$ cat config.mk
export PLATFORM = sky130hd
export DESIGN_NAME = ll_src_fetch
export DESIGN_NICKNAME = d
export VERILOG_FILES = /design/src/rtl/ll_fetch_pkg.sv /design/src/rtl/ll_fetch_regs.sv /design/src/rtl/ll_fetch_engine.sv /design/src/rtl/ll_src_fetch.sv
export SDC_FILE = /design/constraint.sdc
export NUM_CORES = 1
export LEC_CHECK = 0
export BUFFER_PORTS_ARGS = -buffer_cell sky130_fd_sc_hd__buf_2
export CAP_MARGIN = 10
export CORE_MARGIN = 1
export CORE_UTILIZATION = 25
export DETAILED_ROUTE_END_ITERATION = 7
export SYNTH_ARGS = -nofsm -noshare
export SYNTH_HDL_FRONTEND = slang
export SYNTH_HIERARCHICAL = 1
export SYNTH_SLANG_ARGS = --single-unit
$ cat constraint.sdc
create_clock -name clk_i -period 7 [get_ports clk_i]
set_input_delay 0.7 -clock clk_i [delete_from_list [all_inputs] [get_ports clk_i]]
set_output_delay 0.7 -clock clk_i [all_outputs]
set_load 0.01 [all_outputs]
$ cat src/rtl/ll_fetch_pkg.sv
package ll_fetch_pkg;
  localparam int unsigned WORD_W  = 32;
  localparam int unsigned STAT_W  = 9;

  localparam logic [11:0] OFS_SRC_ADDR  = 12'h400;
  localparam logic [11:0] OFS_SRC_SIZE  = 12'h408;
  localparam logic [11:0] OFS_DST_SIZE  = 12'h40C;
  localparam logic [11:0] OFS_MODE      = 12'h410;
  localparam logic [11:0] OFS_FIRST_DSC = 12'h418;
  localparam logic [11:0] OFS_STATUS    = 12'h480;
  localparam logic [11:0] OFS_IRQ_EN    = 12'h484;
  localparam logic [11:0] OFS_IRQ_MASK  = 12'h488;

  localparam int unsigned MODE_RUN_BIT   = 31;
  localparam int unsigned MODE_CHAIN_BIT = 25;
  localparam int unsigned DSC_TERM_BIT   = 31;
  localparam int unsigned ST_DONE_BIT    = 0;
  localparam int unsigned ST_RDERR_BIT   = 4;

  typedef enum logic [2:0] {
    FS_IDLE, FS_DESC, FS_CHK, FS_DATA, FS_OUT, FS_DONE, FS_ERR
  } fetch_state_e;
endpackage

$ cat src/rtl/ll_fetch_regs.sv
module ll_fetch_regs
  import ll_fetch_pkg::*;
#(
  parameter int unsigned CFG_AW = 12,
  parameter int unsigned AW     = 32
) (
  input  logic              clk_i,
  input  logic              rst_ni,
  input  logic              cfg_we_i,
  input  logic [CFG_AW-1:0] cfg_addr_i,
  input  logic [WORD_W-1:0] cfg_wdata_i,
  output logic [WORD_W-1:0] cfg_rdata_o,
  input  logic              busy_i,
  input  logic              done_i,
  input  logic              err_i,
  output logic              start_o,
  output logic              chain_o,
  output logic [AW-1:0]     src_addr_o,
  output logic [WORD_W-1:0] src_size_o,
  output logic [AW-1:0]     first_dsc_o,
  output logic              irq_o
);
  localparam int unsigned OFS_W = (CFG_AW < 12) ? CFG_AW : 12;

  logic [WORD_W-1:0] mode_q, src_size_q;
  logic [AW-1:0]     src_addr_q, first_dsc_q;
  logic [STAT_W-1:0] status_q, irq_en_q;
  logic              unmask_q;
  logic [11:0]       ofs;

  always_comb begin
    ofs = '0;
    ofs[OFS_W-1:0] = cfg_addr_i[OFS_W-1:0];
  end

  function automatic logic hit(input logic [11:0] a, input logic [11:0] o);
    return a == o;
  endfunction

  assign start_o = cfg_we_i && hit(ofs, OFS_MODE) && cfg_wdata_i[MODE_RUN_BIT] && !busy_i;
  assign chain_o = cfg_wdata_i[MODE_CHAIN_BIT];

  always_ff @(posedge clk_i or negedge rst_ni) begin
    if (!rst_ni) begin
      mode_q      <= '0;
      src_size_q  <= '0;
      src_addr_q  <= '0;
      first_dsc_q <= '0;
      status_q    <= '0;
      irq_en_q    <= '0;
      unmask_q    <= 1'b0;
    end else begin
      logic [STAT_W-1:0] st_nxt;
      st_nxt = status_q;
      if (cfg_we_i) begin
        if (hit(ofs, OFS_MODE))      mode_q      <= cfg_wdata_i;
        if (hit(ofs, OFS_SRC_ADDR))  src_addr_q  <= cfg_wdata_i[AW-1:0];
        if (hit(ofs, OFS_SRC_SIZE))  src_size_q  <= cfg_wdata_i;
        if (hit(ofs, OFS_FIRST_DSC)) first_dsc_q <= cfg_wdata_i[AW-1:0];
        if (hit(ofs, OFS_IRQ_EN))    irq_en_q    <= cfg_wdata_i[STAT_W-1:0];
        if (hit(ofs, OFS_IRQ_MASK))  unmask_q    <= cfg_wdata_i[0];
        if (hit(ofs, OFS_STATUS))    st_nxt      = st_nxt & ~cfg_wdata_i[STAT_W-1:0];
      end
      // new events win over a same-cycle clear
      if (done_i) st_nxt[ST_DONE_BIT]  = 1'b1;
      if (err_i)  st_nxt[ST_RDERR_BIT] = 1'b1;
      status_q <= st_nxt;
    end
  end

  assign src_addr_o  = src_addr_q;
  assign src_size_o  = src_size_q;
  assign first_dsc_o = first_dsc_q;
  assign irq_o       = unmask_q && |(status_q & irq_en_q);

  always_comb begin
    cfg_rdata_o = '0;
    unique case (ofs)
      OFS_MODE:      cfg_rdata_o = mode_q;
      OFS_SRC_ADDR:  cfg_rdata_o[AW-1:0] = src_addr_q;
      OFS_SRC_SIZE:  cfg_rdata_o = src_size_q;
      OFS_FIRST_DSC: cfg_rdata_o[AW-1:0] = first_dsc_q;
      OFS_STATUS:    cfg_rdata_o[STAT_W-1:0] = status_q;
      OFS_IRQ_EN:    cfg_rdata_o[STAT_W-1:0] = irq_en_q;
      OFS_IRQ_MASK:  cfg_rdata_o[0] = unmask_q;
      default:       cfg_rdata_o = '0;
    endcase
  end

  // a done event is visible in status on the next cycle
  p_done_sets_status_r6: assert property (@(posedge clk_i) disable iff (!rst_ni)
    done_i |=> status_q[ST_DONE_BIT]);
  // clearing bit 0 with no new done leaves it clear
  p_w1c_clears_r7: assert property (@(posedge clk_i) disable iff (!rst_ni)
    (cfg_we_i && hit(ofs, OFS_STATUS) && cfg_wdata_i[ST_DONE_BIT] && !done_i)
      |=> !status_q[ST_DONE_BIT]);
  // a read error is recorded
  p_err_sets_status_r8: assert property (@(posedge clk_i) disable iff (!rst_ni)
    err_i |=> status_q[ST_RDERR_BIT]);
endmodule

$ cat src/rtl/ll_fetch_engine.sv
module ll_fetch_engine
  import ll_fetch_pkg::*;
#(
  parameter int unsigned AW = 32
) (
  input  logic              clk_i,
  input  logic              rst_ni,
  input  logic              start_i,
  input  logic              chain_i,
  input  logic [AW-1:0]     src_addr_i,
  input  logic [WORD_W-1:0] src_size_i,
  input  logic [AW-1:0]     first_dsc_i,
  output logic              busy_o,
  output logic              done_o,
  output logic              err_o,
  output logic              mem_req_o,
  output logic [AW-1:0]     mem_addr_o,
  input  logic              mem_rvalid_i,
  input  logic [WORD_W-1:0] mem_rdata_i,
  input  logic              mem_err_i,
  output logic              out_valid_o,
  input  logic              out_ready_i,
  output logic [WORD_W-1:0] out_data_o,
  output logic [2:0]        out_bytes_o,
  output logic              out_last_o
);
  localparam int unsigned BPW = WORD_W / 8;

  fetch_state_e      state_q;
  logic [AW-1:0]     dsc_q, dat_q, nxt_q;
  logic [WORD_W-1:0] remain_q;
  logic [1:0]        widx_q;
  logic              term_q;

  assign busy_o     = state_q != FS_IDLE;
  assign done_o     = state_q == FS_DONE;
  assign err_o      = state_q == FS_ERR;
  assign mem_req_o  = (state_q == FS_DESC) || (state_q == FS_DATA);
  assign mem_addr_o = (state_q == FS_DESC) ? dsc_q + AW'({widx_q, 2'b00}) : dat_q;

  always_ff @(posedge clk_i or negedge rst_ni) begin
    if (!rst_ni) begin
      state_q     <= FS_IDLE;
      dsc_q       <= '0;
      dat_q       <= '0;
      nxt_q       <= '0;
      remain_q    <= '0;
      widx_q      <= '0;
      term_q      <= 1'b0;
      out_valid_o <= 1'b0;
      out_data_o  <= '0;
      out_bytes_o <= '0;
      out_last_o  <= 1'b0;
    end else begin
      unique case (state_q)
        FS_IDLE: if (start_i) begin
          if (chain_i) begin
            dsc_q   <= first_dsc_i;
            widx_q  <= '0;
            state_q <= FS_DESC;
          end else begin
            dat_q    <= src_addr_i;
            remain_q <= src_size_i;
            term_q   <= 1'b1;
            state_q  <= FS_CHK;
          end
        end
        FS_DESC: if (mem_rvalid_i) begin
          if (mem_err_i) state_q <= FS_ERR;
          else begin
            unique case (widx_q)
              2'd0: dat_q    <= mem_rdata_i[AW-1:0];
              2'd1: remain_q <= mem_rdata_i;
              2'd2: nxt_q    <= mem_rdata_i[AW-1:0];
              default: begin
                term_q  <= mem_rdata_i[DSC_TERM_BIT];
                state_q <= FS_CHK;
              end
            endcase
            widx_q <= widx_q + 2'd1;
          end
        end
        FS_CHK: begin
          if (remain_q == '0) begin
            if (term_q) state_q <= FS_DONE;
            else begin
              dsc_q   <= nxt_q;
              widx_q  <= '0;
              state_q <= FS_DESC;
            end
          end else state_q <= FS_DATA;
        end
        FS_DATA: if (mem_rvalid_i) begin
          if (mem_err_i) state_q <= FS_ERR;
          else begin
            out_data_o  <= mem_rdata_i;
            out_bytes_o <= (remain_q > BPW) ? 3'(BPW) : remain_q[2:0];
            out_last_o  <= term_q && (remain_q <= BPW);
            out_valid_o <= 1'b1;
            state_q     <= FS_OUT;
          end
        end
        FS_OUT: if (out_ready_i) begin
          out_valid_o <= 1'b0;
          dat_q       <= dat_q + AW'(BPW);
          remain_q    <= remain_q - WORD_W'(out_bytes_o);
          state_q     <= FS_CHK;
        end
        default: state_q <= FS_IDLE;
      endcase
    end
  end

  // a stalled beat holds its payload
  p_hold_under_stall_r5: assert property (@(posedge clk_i) disable iff (!rst_ni)
    (out_valid_o && !out_ready_i) |=> (out_valid_o && $stable(out_data_o)
      && $stable(out_bytes_o) && $stable(out_last_o)));
  // beat byte count is between 1 and 4
  p_bytes_range_r1: assert property (@(posedge clk_i) disable iff (!rst_ni)
    out_valid_o |-> (out_bytes_o != 3'd0 && out_bytes_o <= 3'(BPW)));
  // after an error nothing more is requested or sent
  p_halt_on_err_r8: assert property (@(posedge clk_i) disable iff (!rst_ni)
    err_o |=> (!out_valid_o && !mem_req_o));
  // only a final beat can announce the end of the transfer
  p_last_then_done_r5: assert property (@(posedge clk_i) disable iff (!rst_ni)
    (out_valid_o && out_ready_i && out_last_o) |=> ##1 done_o);
  p_req_not_with_beat_r2: assert property (@(posedge clk_i) disable iff (!rst_ni)
    out_valid_o |-> !mem_req_o);
endmodule

$ cat src/rtl/ll_src_fetch.sv
module ll_src_fetch
  import ll_fetch_pkg::*;
#(
  parameter int unsigned CFG_AW = 12,
  parameter int unsigned AW     = 32
) (
  input  logic              clk_i,
  input  logic              rst_ni,
  input  logic              cfg_we_i,
  input  logic [CFG_AW-1:0] cfg_addr_i,
  input  logic [31:0]       cfg_wdata_i,
  output logic [31:0]       cfg_rdata_o,
  output logic              mem_req_o,
  output logic [AW-1:0]     mem_addr_o,
  input  logic              mem_rvalid_i,
  input  logic [31:0]       mem_rdata_i,
  input  logic              mem_err_i,
  output logic              out_valid_o,
  input  logic              out_ready_i,
  output logic [31:0]       out_data_o,
  output logic [2:0]        out_bytes_o,
  output logic              out_last_o,
  output logic              irq_o
);
  logic              start, chain, busy, done, err;
  logic [AW-1:0]     src_addr, first_dsc;
  logic [WORD_W-1:0] src_size;

  ll_fetch_regs #(.CFG_AW(CFG_AW), .AW(AW)) u_regs (
    .clk_i, .rst_ni, .cfg_we_i, .cfg_addr_i, .cfg_wdata_i, .cfg_rdata_o,
    .busy_i(busy), .done_i(done), .err_i(err),
    .start_o(start), .chain_o(chain), .src_addr_o(src_addr),
    .src_size_o(src_size), .first_dsc_o(first_dsc), .irq_o
  );

  ll_fetch_engine #(.AW(AW)) u_engine (
    .clk_i, .rst_ni,
    .start_i(start), .chain_i(chain), .src_addr_i(src_addr),
    .src_size_i(src_size), .first_dsc_i(first_dsc),
    .busy_o(busy), .done_o(done), .err_o(err),
    .mem_req_o, .mem_addr_o, .mem_rvalid_i, .mem_rdata_i, .mem_err_i,
    .out_valid_o, .out_ready_i, .out_data_o, .out_bytes_o, .out_last_o
  );

  // a start is only taken while idle
  p_no_restart_busy_r10: assert property (@(posedge clk_i) disable iff (!rst_ni)
    busy |-> !start);
endmodule

**Yosys cells after proc, flatten, opt, wreduce, memory -nomap -nowiden**

Cells that the tools add are included.

- Register bits after elaboration: 318
- Input bits: 82
- Output and inout bits: 103
- Word-level logic and storage cells: 155

- Add/subtract/negate cells: 4
- $lt $le $gt $ge: 2
- Eq/ne operators: 29
- Muxes and demuxes: 56
- Bitwise logic cells: 4
- Reductions and logical operators: 40

Operators by type and width:

| kind | number |
|---|---|
| $mux 32 | 17 |
| $pmux 32 s3 | 2 |
| $pmux 23 s4 | 1 |
| $eq 12x11->1 const B | 7 |
| $pmux 32 s2 | 1 |
| $pmux 8 s6 | 1 |
| $add 32x3->32 const B | 1 |
| $add 32x4->32 | 1 |
| $gt 32x3->1 const B | 1 |
| $le 32x3->1 const B | 1 |
| $logic_not 32->1 | 1 |
| $sub 32x3->32 | 1 |
| $mux 3 | 9 |
| $ne 2x2->1 const B | 12 |
| $reduce_and 7->1 | 3 |
| $and 9x9->9 | 2 |
| $reduce_and 2->1 | 9 |
| $mux 2 | 8 |
| $pmux 3 s5 | 1 |
| $reduce_bool 2->1 | 7 |
| $mux 1 | 10 |
| $mux 5 | 2 |
| $reduce_and 5->1 | 2 |
| $eq 3x3->1 const B | 3 |
| 23 further kinds | 32 |

**Longest topological paths before layout**

Gate-level depths: netlist of run 1.

- Word-level depth: 6
- Gate-level depth with buffers: 13
- Mapped depth without buffers: 10

**By module**

The synthesis of run 1 kept the hierarchy.

By module, submodules not included:

| module | instances | cells an instance | area each (µm²) | seq. area each (µm²) |
|---|---|---|---|---|
| ll_fetch_engine | 1 | 1,066 | 10,059.6 | 4,279.1 |
| ll_fetch_regs | 1 | 476 | 6,730.2 | 3,678.5 |

**Least setup slack after synthesis of run 1**

Ideal clock, no wire load.

- Kind: in2reg
- Start: in cfg_addr_i[1]
- End: reg u_engine.dat_q[29]
- Setup time: 0.132 ns
- Data arrival time: 3.461 ns
- Data required time: 6.868 ns
- Setup slack: 3.407 ns
- Cell stages on the path: 13
- Buffers on the path: 3
- Cells stage by stage: or4_1 -> nor2_1 -> and3_1 -> clkbuf_1 -> buf_2 -> and3b_1 -> nor2b_1 -> o31a_1 -> o21ai_0 -> clkbuf_1 -> nand2_1 -> o21ai_0 -> or3b_1

- Cells in the longest elaborated chain, start to end: 6

Ends and longest elaborated chain:

| what | line | source |
|---|---|---|
| from (decl) | ll_src_fetch.sv:10 | `input logic [CFG_AW-1:0] cfg_addr_i,` |
| $eq 12x11->1 | ll_fetch_regs.sv:37 | `return a == o;` |
| $logic_and 1x1->1 (3 in a row) | ll_fetch_regs.sv:40 | `assign start_o = cfg_we_i && hit(ofs, OFS_MODE) && cfg_wdata_i[MODE_RUN_BIT] && !busy_i;` |
| named net start | ll_src_fetch.sv:25 | `logic start, chain, busy, done, err;` |
| $ne 2x2->1 (no source line) | n/a |  |
| $reduce_and 7->1 (no source line) | n/a |  |
| to (signal assigned) | ll_fetch_engine.sv:62 | `dat_q <= src_addr_i;` |
| to (signal assigned) | ll_fetch_engine.sv:72 | `2'd0: dat_q <= mem_rdata_i[AW-1:0];` |
| to (signal assigned) | ll_fetch_engine.sv:105 | `dat_q <= dat_q + AW'(BPW);` |
| to (decl) | ll_fetch_engine.sv:30 | `logic [AW-1:0] dsc_q, dat_q, nxt_q;` |

The timed path passes the listed nets, and every way through them passes these cells.
A chain may end at the register's enable or synchronous reset.

**Final worst setup path of run 1**

- Start: reg u_engine.widx_q[0]
- End: out mem_addr_o[26]

- Cells in the longest elaborated chain, start to end: 2

Ends and longest elaborated chain:

| what | line | source |
|---|---|---|
| from (decl) | ll_fetch_engine.sv:32 | `logic [1:0] widx_q;` |
| from (signal assigned) | ll_fetch_engine.sv:80 | `widx_q <= widx_q + 2'd1;` |
| $add 32x4->32 | ll_fetch_engine.sv:39 | `assign mem_addr_o = (state_q == FS_DESC) ? dsc_q + AW'({widx_q, 2'b00}) : dat_q;` |
| $mux 32 | ll_fetch_engine.sv:39 |  |
| to (decl) | ll_src_fetch.sv:14 | `output logic [AW-1:0] mem_addr_o,` |

No other way between the ends.

==> out/qor.csv, run 1 <==
stage,metric,value,unit
final_layout,final_design_area_no_fill,19860,sq um
setup_path,path_max_fanout,6,
setup_path,cp_common_cell,nand4_1,
sta,finalMaxSlewViolations,0,
floorplanning,die_h,261.2,um
sta,rsz0062_at_grt,false,
sta,finClkSkew,0.02175,ns
setup_path,arrival,3.71,ns
global_route,grt_max_degree,127,
setup_path,start_kind,flip-flop,
yosys,synth-edff-count,0,
drt,drt_iter0_markers,1225,
setup_path,critical_path_class,flip-flop to output port,
power,power_density,331.3,nW/um^2
drt,wl,55.32,mm
clock_tree,cts_num_sinks,318,
setup_path,required,6.30,ns
sta,min_period,4.409,ns
clock_tree,cts_root_buf,clkbuf_16,
setup_path,end_kind,output port,
min_path,hold_path.class,input pin to async pin,
final_layout,fillers,6822,
clock_tree,worstSkewPairLatency,0.57,ns
final_layout,nets,1781,
floorplanning,boundaryPins,185,
drt,vias,13390,
yosys,yosysTopAreaCellShare,0.4740,
sta,timing.final.ws_setup,2.591,ns
yosys,synth-main-ff-cell,dfrtp_1,
placed_design,dp_slack,2.468,ns
clock_tree,cts.clk_slew.worst_paths,0.06,ns
floorplanning,rows,94,
power,cellLeakagePower,8.864,nW
global_route,grt_pass1_wl,83.10,mm
clock_tree,tritoncts,done,
final_layout,layout-drive-gt1-share,0.3162,
setup_path,reg2reg_setup_slack,3.69,ns
sta,final-hold-violation-count,0,
setup_path,r2r-end,u_engine/dsc_q[26]$_DFFE_PN0P_,
drt,wl_per_cell,21.42,um
yosys,synthDistinctLibCells,73,
yosys,synth_area_leaders,"dfrtp_1, mux2_2, mux2i_1",
drt,drc,18,
placed_design,portBuffers,184,
floorplanning,die-area,68200,sq um
clock_tree,cts_buffer_depth,3,
floorplanning,initial_core_util,0.2540,
yosys,synth.yosys.warnings,6,
yosys,syn_inst,1542,
yosys,ys_seq_elements,318,
yosys,syn_avg_cell_area,10.89,sq um
global_route,grt_pass1_vias,13210,
sta,finalCritPeriodShare,0.6299,
floorplanning,dieWidth,261.2,um
sta,slew_headroom,0.2535,
global_route,antenna_found_initial,3,
power,power,6.580,mW
drt,viasPerCell,5.187,
final_layout,final_cells,2582,
global_route,grt_overflow,0,
floorplanning,coreArea,66100,sq um
clock_tree,cts_setup_buffers,0,
placed_design,place_congestion,0.8767,
setup_path,rr_worst_depth,8,
sta,setup-tns-final,0,ns
setup_path,cp_top_family,simple AND/OR/NAND/NOR gates,
setup_path,path_cells,"ha_1, inv_1, fa_1, and3b_1, nand4_1, nor3_1, nand4_1, xor2_1, o21ai_0, buf_2",
yosys,synth-seq-area-share,0.4740,
job,drv_cap,0,
status,status,finished with violations,
yosys,syn_nets,1637,
placed_design,dp_hpwl,38.99,mm
drt,ant_nets,0,
clock_tree,cts_made_buffers,40,
global_route,grt.total_usage,0.1603,
yosys,synth_top_cell_by_area,dfrtp_1,
clock_tree,cts.htree.levels,2,
setup_path,path_buf_inv,2,
sta,fmax,0.2268,GHz
placed_design,place_area,18550,sq um
power,ir_drop,215.3,uV
setup_path,r2r-start,u_engine/state_q[0]$_DFFE_PN0P_,
clock_tree,cts_resized,0,
status,violations,design-rule violations,
setup_path,slowest_stage,nor3_1,
final_layout,syn_to_final_growth,18.29,%
setup_path,max_stage_delay,0.49,ns
yosys,synthArstFlopShare,1.000,
yosys,netlist_area,16790,sq um
placed_design,dp.cells,2508,
sta,finalSetupViolCount,0,
clock_tree,cts_hold_buf,0,
sta,tightest_slew,1.120,ns
drt,first_pass_iters,8,
==> state kept, by name (all words and copies together), names as in the netlist <==
register,flops
u_engine/dat_q,32
u_engine/dsc_q,32
u_engine/nxt_q,32
u_engine/out_bytes_o,3
u_engine/out_data_o,32
u_engine/out_last_o,1
u_engine/out_valid_o,1
u_engine/remain_q,32
u_engine/state_q,3
u_engine/term_q,1
u_engine/widx_q,2
u_regs/first_dsc_o,32
u_regs/irq_en_q,9
u_regs/mode_q,32
u_regs/src_addr_o,32
u_regs/src_size_o,32
u_regs/status_q,9
u_regs/unmask_q,1
==> cell type report <==
class                   instances  area [sq um]  area share
diodes                          1         2.502   0.0001260
clock buffers                  53          1151     0.05796
clock inverters                20         158.9    0.008001
inverters                      26         97.59    0.004914
multi-input cells            1095          8320      0.4190
flip-flops and latches        318          7958      0.4007
well taps                     864          1081     0.05443
repair buffers                205          1091     0.05494
==> report_power, final <==
| group | switching [mW] | internal, mW | leakage (nW) |
|---|---|---|---|
| combinational | 1.33 | 0.747 | 3.90 |
| sequential | 0.307 | 2.14 | 4.32 |
| clock | 0.852 | 1.20 | 0.642 |
==> cell usage after synthesis, types with 6 or more instances <==
library cell  instances
o21ai_0             128
ha_1                 11
mux2i_1              89
a21boi_0              7
nand4_1              13
buf_1                 8
clkbuf_1             62
buf_6                 6
and3_1               22
xnor2_1              11
nor2_1               54
or3_1                 8
nand2_1             128
a31oi_1              19
a221oi_1             22
a22oi_1              12
a21oi_1              50
nor2b_1              10
and2_1               11
o2bb2ai_1            11
xor2_1               17
mux2_2              199
nor3b_1               7
buf_2                26
o21ai_1               8
nand3_1              26
a222oi_1             14
o21ai_2              28
o22ai_1              32
dfrtp_1             318
nor4_1               13
and4_1                6
mux4_2                6
nor3_1               33
or2_2                 6
a22o_1               20
inv_1                26
==> worst max path at each step <==
stage	startpoint	to	slack, ns	depth (start not counted)
2_1_floorplan	cfg_addr_i[1]	u_engine/dat_q[29]$_DFFE_PN0P_	3.41	13
3_3_place_gp	cfg_addr_i[3]	u_engine/dat_q[29]$_DFFE_PN0P_	2.51	13
6_report	u_engine/widx_q[0]$_DFFE_PN0P_	mem_addr_o[26]	2.59	10
4_1_cts	u_engine/widx_q[0]$_DFFE_PN0P_	mem_addr_o[26]	2.58	10
5_1_grt	u_engine/widx_q[0]$_DFFE_PN0P_	mem_addr_o[26]	2.40	10
3_5_place_dp	cfg_addr_i[3]	u_engine/dat_q[29]$_DFFE_PN0P_	2.47	13
==> cell families after synthesis <==
logic type,after synthesis,synth area share
compound gates,384,0.1506
simple gates,371,0.1186
flops,318,0.4740
mux,299,0.1979
buf+inv,129,0.03368
xor+xnor,28,0.01461
fa+ha+maj,13,0.01058
==> through the flow <==
stage	hold slack (ns)	util
final	0.2379	0.3005
after global routing	0.3253	0.3004
after CTS	0.2874	0.3004
after detailed placement	0.4669	0.2806
after global placement	0.4630	0.2806
after floorplan	0.4044	-
==> layout by cell type (no fill, tap or decap), types with 9 or more instances in the layout <==
master	instances
and3_1	20
a21oi_1	50
nand2_1	127
xor2_1	17
inv_1	26
nor2b_1	10
o22ai_1	32
dfrtp_1	318
and2_1	11
buf_2	182
nand3_1	25
a22oi_1	12
ha_1	11
a31oi_1	19
nor2_1	53
a222oi_1	14
nor3_1	31
xnor2_1	11
o21ai_2	30
o21ai_0	126
mux2i_1	89
clkbuf_16	41
o2bb2ai_1	11
a221oi_1	22
mux2_2	199
buf_4	22
nor4_1	13
nand4_1	13
a22o_1	20
clkinv_2	9
==> per-layer routing <==
metal | routed length, um | vias to the layer above | share of wire | global-route usage
met5 | 37 | - | 0.00067 | 0
met4 | 1319 | 6 | 0.024 | 0.04570
met3 | 3191 | 93 | 0.058 | 0.02729
met2 | 26860 | 435 | 0.49 | 0.2678
met1 | 23910 | 6817 | 0.43 | 0.2121
li1 | - | 6043 | - | -
==> worst register-to-register path: stages (launching register included) <==
cell and delay, ns:
dfrtp_1 0.81, or3_1 0.19, and3b_1 0.19, nor2b_1 0.15, and3_1 0.25, a31oi_4 0.78, buf_4 0.59, nand2_1 0.18
o21ai_2 0.08
Power figures use the tool's default switching activity.
==> run 2: changes to the inputs <==
==> constraint.sdc (replaced) <==
create_clock -name clk_i -period 4.05 [get_ports clk_i]
set_input_delay 0.405 -clock clk_i [delete_from_list [all_inputs] [get_ports clk_i]]
set_output_delay 0.405 -clock clk_i [all_outputs]
set_load 0.01 [all_outputs]
==> run 2 against run 1 <==
The run still ends with design-rule violations left. Final area increased by 1.3%. Clock-buffer cell count rose by 5. Clock power grew 85%.
==> out/qor.csv, run 2 (synthesis results as in run 1) <==
stage,metric,value,unit
status,status,finished with violations,
status,violations,design-rule violations,
final_layout,syn_to_final_growth,19.88,%
floorplanning,die-area,68200,sq um
global_route,grt.total_usage,0.1637,
global_route,antenna_found_initial,6,
final_layout,nets,1798,
floorplanning,coreArea,66100,sq um
clock_tree,worstSkewPairLatency,0.58,ns
sta,min_period,3.846,ns
drt,drc,18,
setup_path,path_max_fanout,6,
sta,rsz0062_at_grt,false,
placed_design,dp_hpwl,39.84,mm
placed_design,dp.cells,2523,
min_path,hold_depth,2,
floorplanning,boundaryPins,185,
final_layout,final_cells,2597,
global_route,grt_pass1_vias,13150,
sta,finalCritPeriodShare,0.9496,
drt,viasPerCell,5.138,
drt,vias,13340,
floorplanning,initial_core_util,0.2540,
sta,timing.final.ws_setup,0.2042,ns
floorplanning,die_h,261.2,um
drt,ant_nets,0,
min_path,hold_path.class,input pin to flip-flop,
sta,fmax,0.2600,GHz
sta,finClkSkew,0.02702,ns
final_layout,layout_common_cells,"dfrtp_1, mux2_2, buf_2, nand2_1, o21ai_0",
setup_path,r2r-start,u_engine/dat_q[3]$_DFFE_PN0P_,
final_layout,layout_commonest_cell,dfrtp_1,
power,ir_drop,274.9,uV
clock_tree,cts_num_sinks,318,
placed_design,dp_slack,0.6256,ns
power,power_density,584.6,nW/um^2
setup_path,arrival,3.44,ns
job,drv_cap,0,
power,cellLeakagePower,8.990,nW
setup_path,rr_worst_depth,8,
global_route,grt_max_degree,84,
placed_design,portBuffers,184,
sta,tightest_slew,0.9460,ns
min_path,hp-start,out_ready_i,
sta,slew_headroom,0.3641,
setup_path,critical_path_class,flip-flop to output port,
clock_tree,cts_made_buffers,41,
drt,first_pass_iters,8,
power,power,11.77,mW
sta,finalMaxSlewViolations,0,
setup_path,reg2reg_setup_slack,1.08,ns
clock_tree,tritoncts,done,
sta,setup-tns-final,0,ns
global_route,grt_overflow,0,
clock_tree,cts.htree.levels,2,
final_layout,layout-drive-gt1-share,0.3204,
min_path,whs_endpoint,u_engine/state_q[2]$_DFFE_PN0P_,
setup_path,required,3.64,ns
floorplanning,dieWidth,261.2,um
drt,wl_per_cell,21.68,um
sta,final-hold-violation-count,0,
floorplanning,rows,94,
global_route,grt_pass1_wl,84.70,mm
clock_tree,cts.clk_slew.worst_paths,0.07,ns
setup_path,start_kind,flip-flop,
setup_path,r2r-end,u_engine/dat_q[22]$_DFFE_PN0P_,
drt,wl,56.30,mm
setup_path,end_kind,output port,
clock_tree,cts_buffer_depth,3,
clock_tree,cts_root_buf,clkbuf_16,
drt,drt_iter0_markers,1078,
placed_design,place_congestion,0.8623,
sta,finalSetupViolCount,0,
## run 2: cell types whose count changed in the layout (fill, tap and decap cells not counted), moves of 2 or more
| cell | change |
|---|---|
| buf_4 | +11 |
| clkinv_2 | -7 |
| buf_12 | +4 |
| bufinv_16 | +3 |
| clkbuf_1 | +3 |
| clkbuf_8 | +2 |
| clkinv_8 | +2 |
| inv_6 | -2 |
## run 2: through the flow
step	hold WS [ns]	util	area, sq um
global placement	0.4643	0.2831	18710
floorplan	0.1094	-	16790
CTS	0.06186	0.3044	20120
detailed placement	0.4697	0.2831	18710
global route	0.07613	0.3045	20130
finish	0.08911	0.3045	20130
## run 2: cell type report
class / count / area (sq um)
clock inverter: 14 / 210.2
tap: 864 / 1081
antenna: 1 / 2.502
timing repair buffer: 221 / 1264
multi-input combinational: 1095 / 8325
clock buffer: 58 / 1190
inverter: 26 / 97.59
fill: 6830 / 45970
sequential: 318 / 7958
## run 2: worst max path at each step
stage,end,slack (ns),from
2_1_floorplan,u_engine/dat_q[29]$_DFFE_PN0P_,0.75,cfg_addr_i[1]
3_3_place_gp,u_engine/dat_q[13]$_DFFE_PN0P_,0.72,cfg_addr_i[3]
3_5_place_dp,u_engine/dat_q[13]$_DFFE_PN0P_,0.63,cfg_addr_i[3]
4_1_cts,mem_addr_o[26],0.04,u_engine/widx_q[0]$_DFFE_PN0P_
5_1_grt,mem_addr_o[28],0.007,u_engine/widx_q[0]$_DFFE_PN0P_
6_report,mem_addr_o[26],0.20,u_engine/widx_q[0]$_DFFE_PN0P_
## run 2: critical path, cell delays in order, from the launching register on
cell and delay, ns:
dfrtp_1 0.44, ha_1 0.20, inv_1 0.06, fa_1 0.40, and3b_1 0.31, nand4_1 0.38
nor3_2 0.39, nand4_1 0.14, xor2_1 0.16, o21ai_0 0.20, buf_2 0.17
## run 2: power by group
group	internal, mW	switching [mW]	leakage [nW]	total [mW]
logic	1.36	2.41	3.99	3.77
registers	3.71	0.486	4.32	4.19
clock network	2.31	1.50	0.673	3.81
## run 2: metal layers
layer / track usage / part of all wire
met1: 0.2213 / 0.44
met2: 0.2669 / 0.48
met3: 0.02778 / 0.052
met4: 0.04861 / 0.025
met5: 0 / 0.00089
## run 2: what timing repair did
action	4_1_cts	5_1_grt
setup endpoints to repair	0	3
hold buffers	1	0
hold endpoints to repair	78	0
setup buffers	0	0
gates resized for setup	0	1
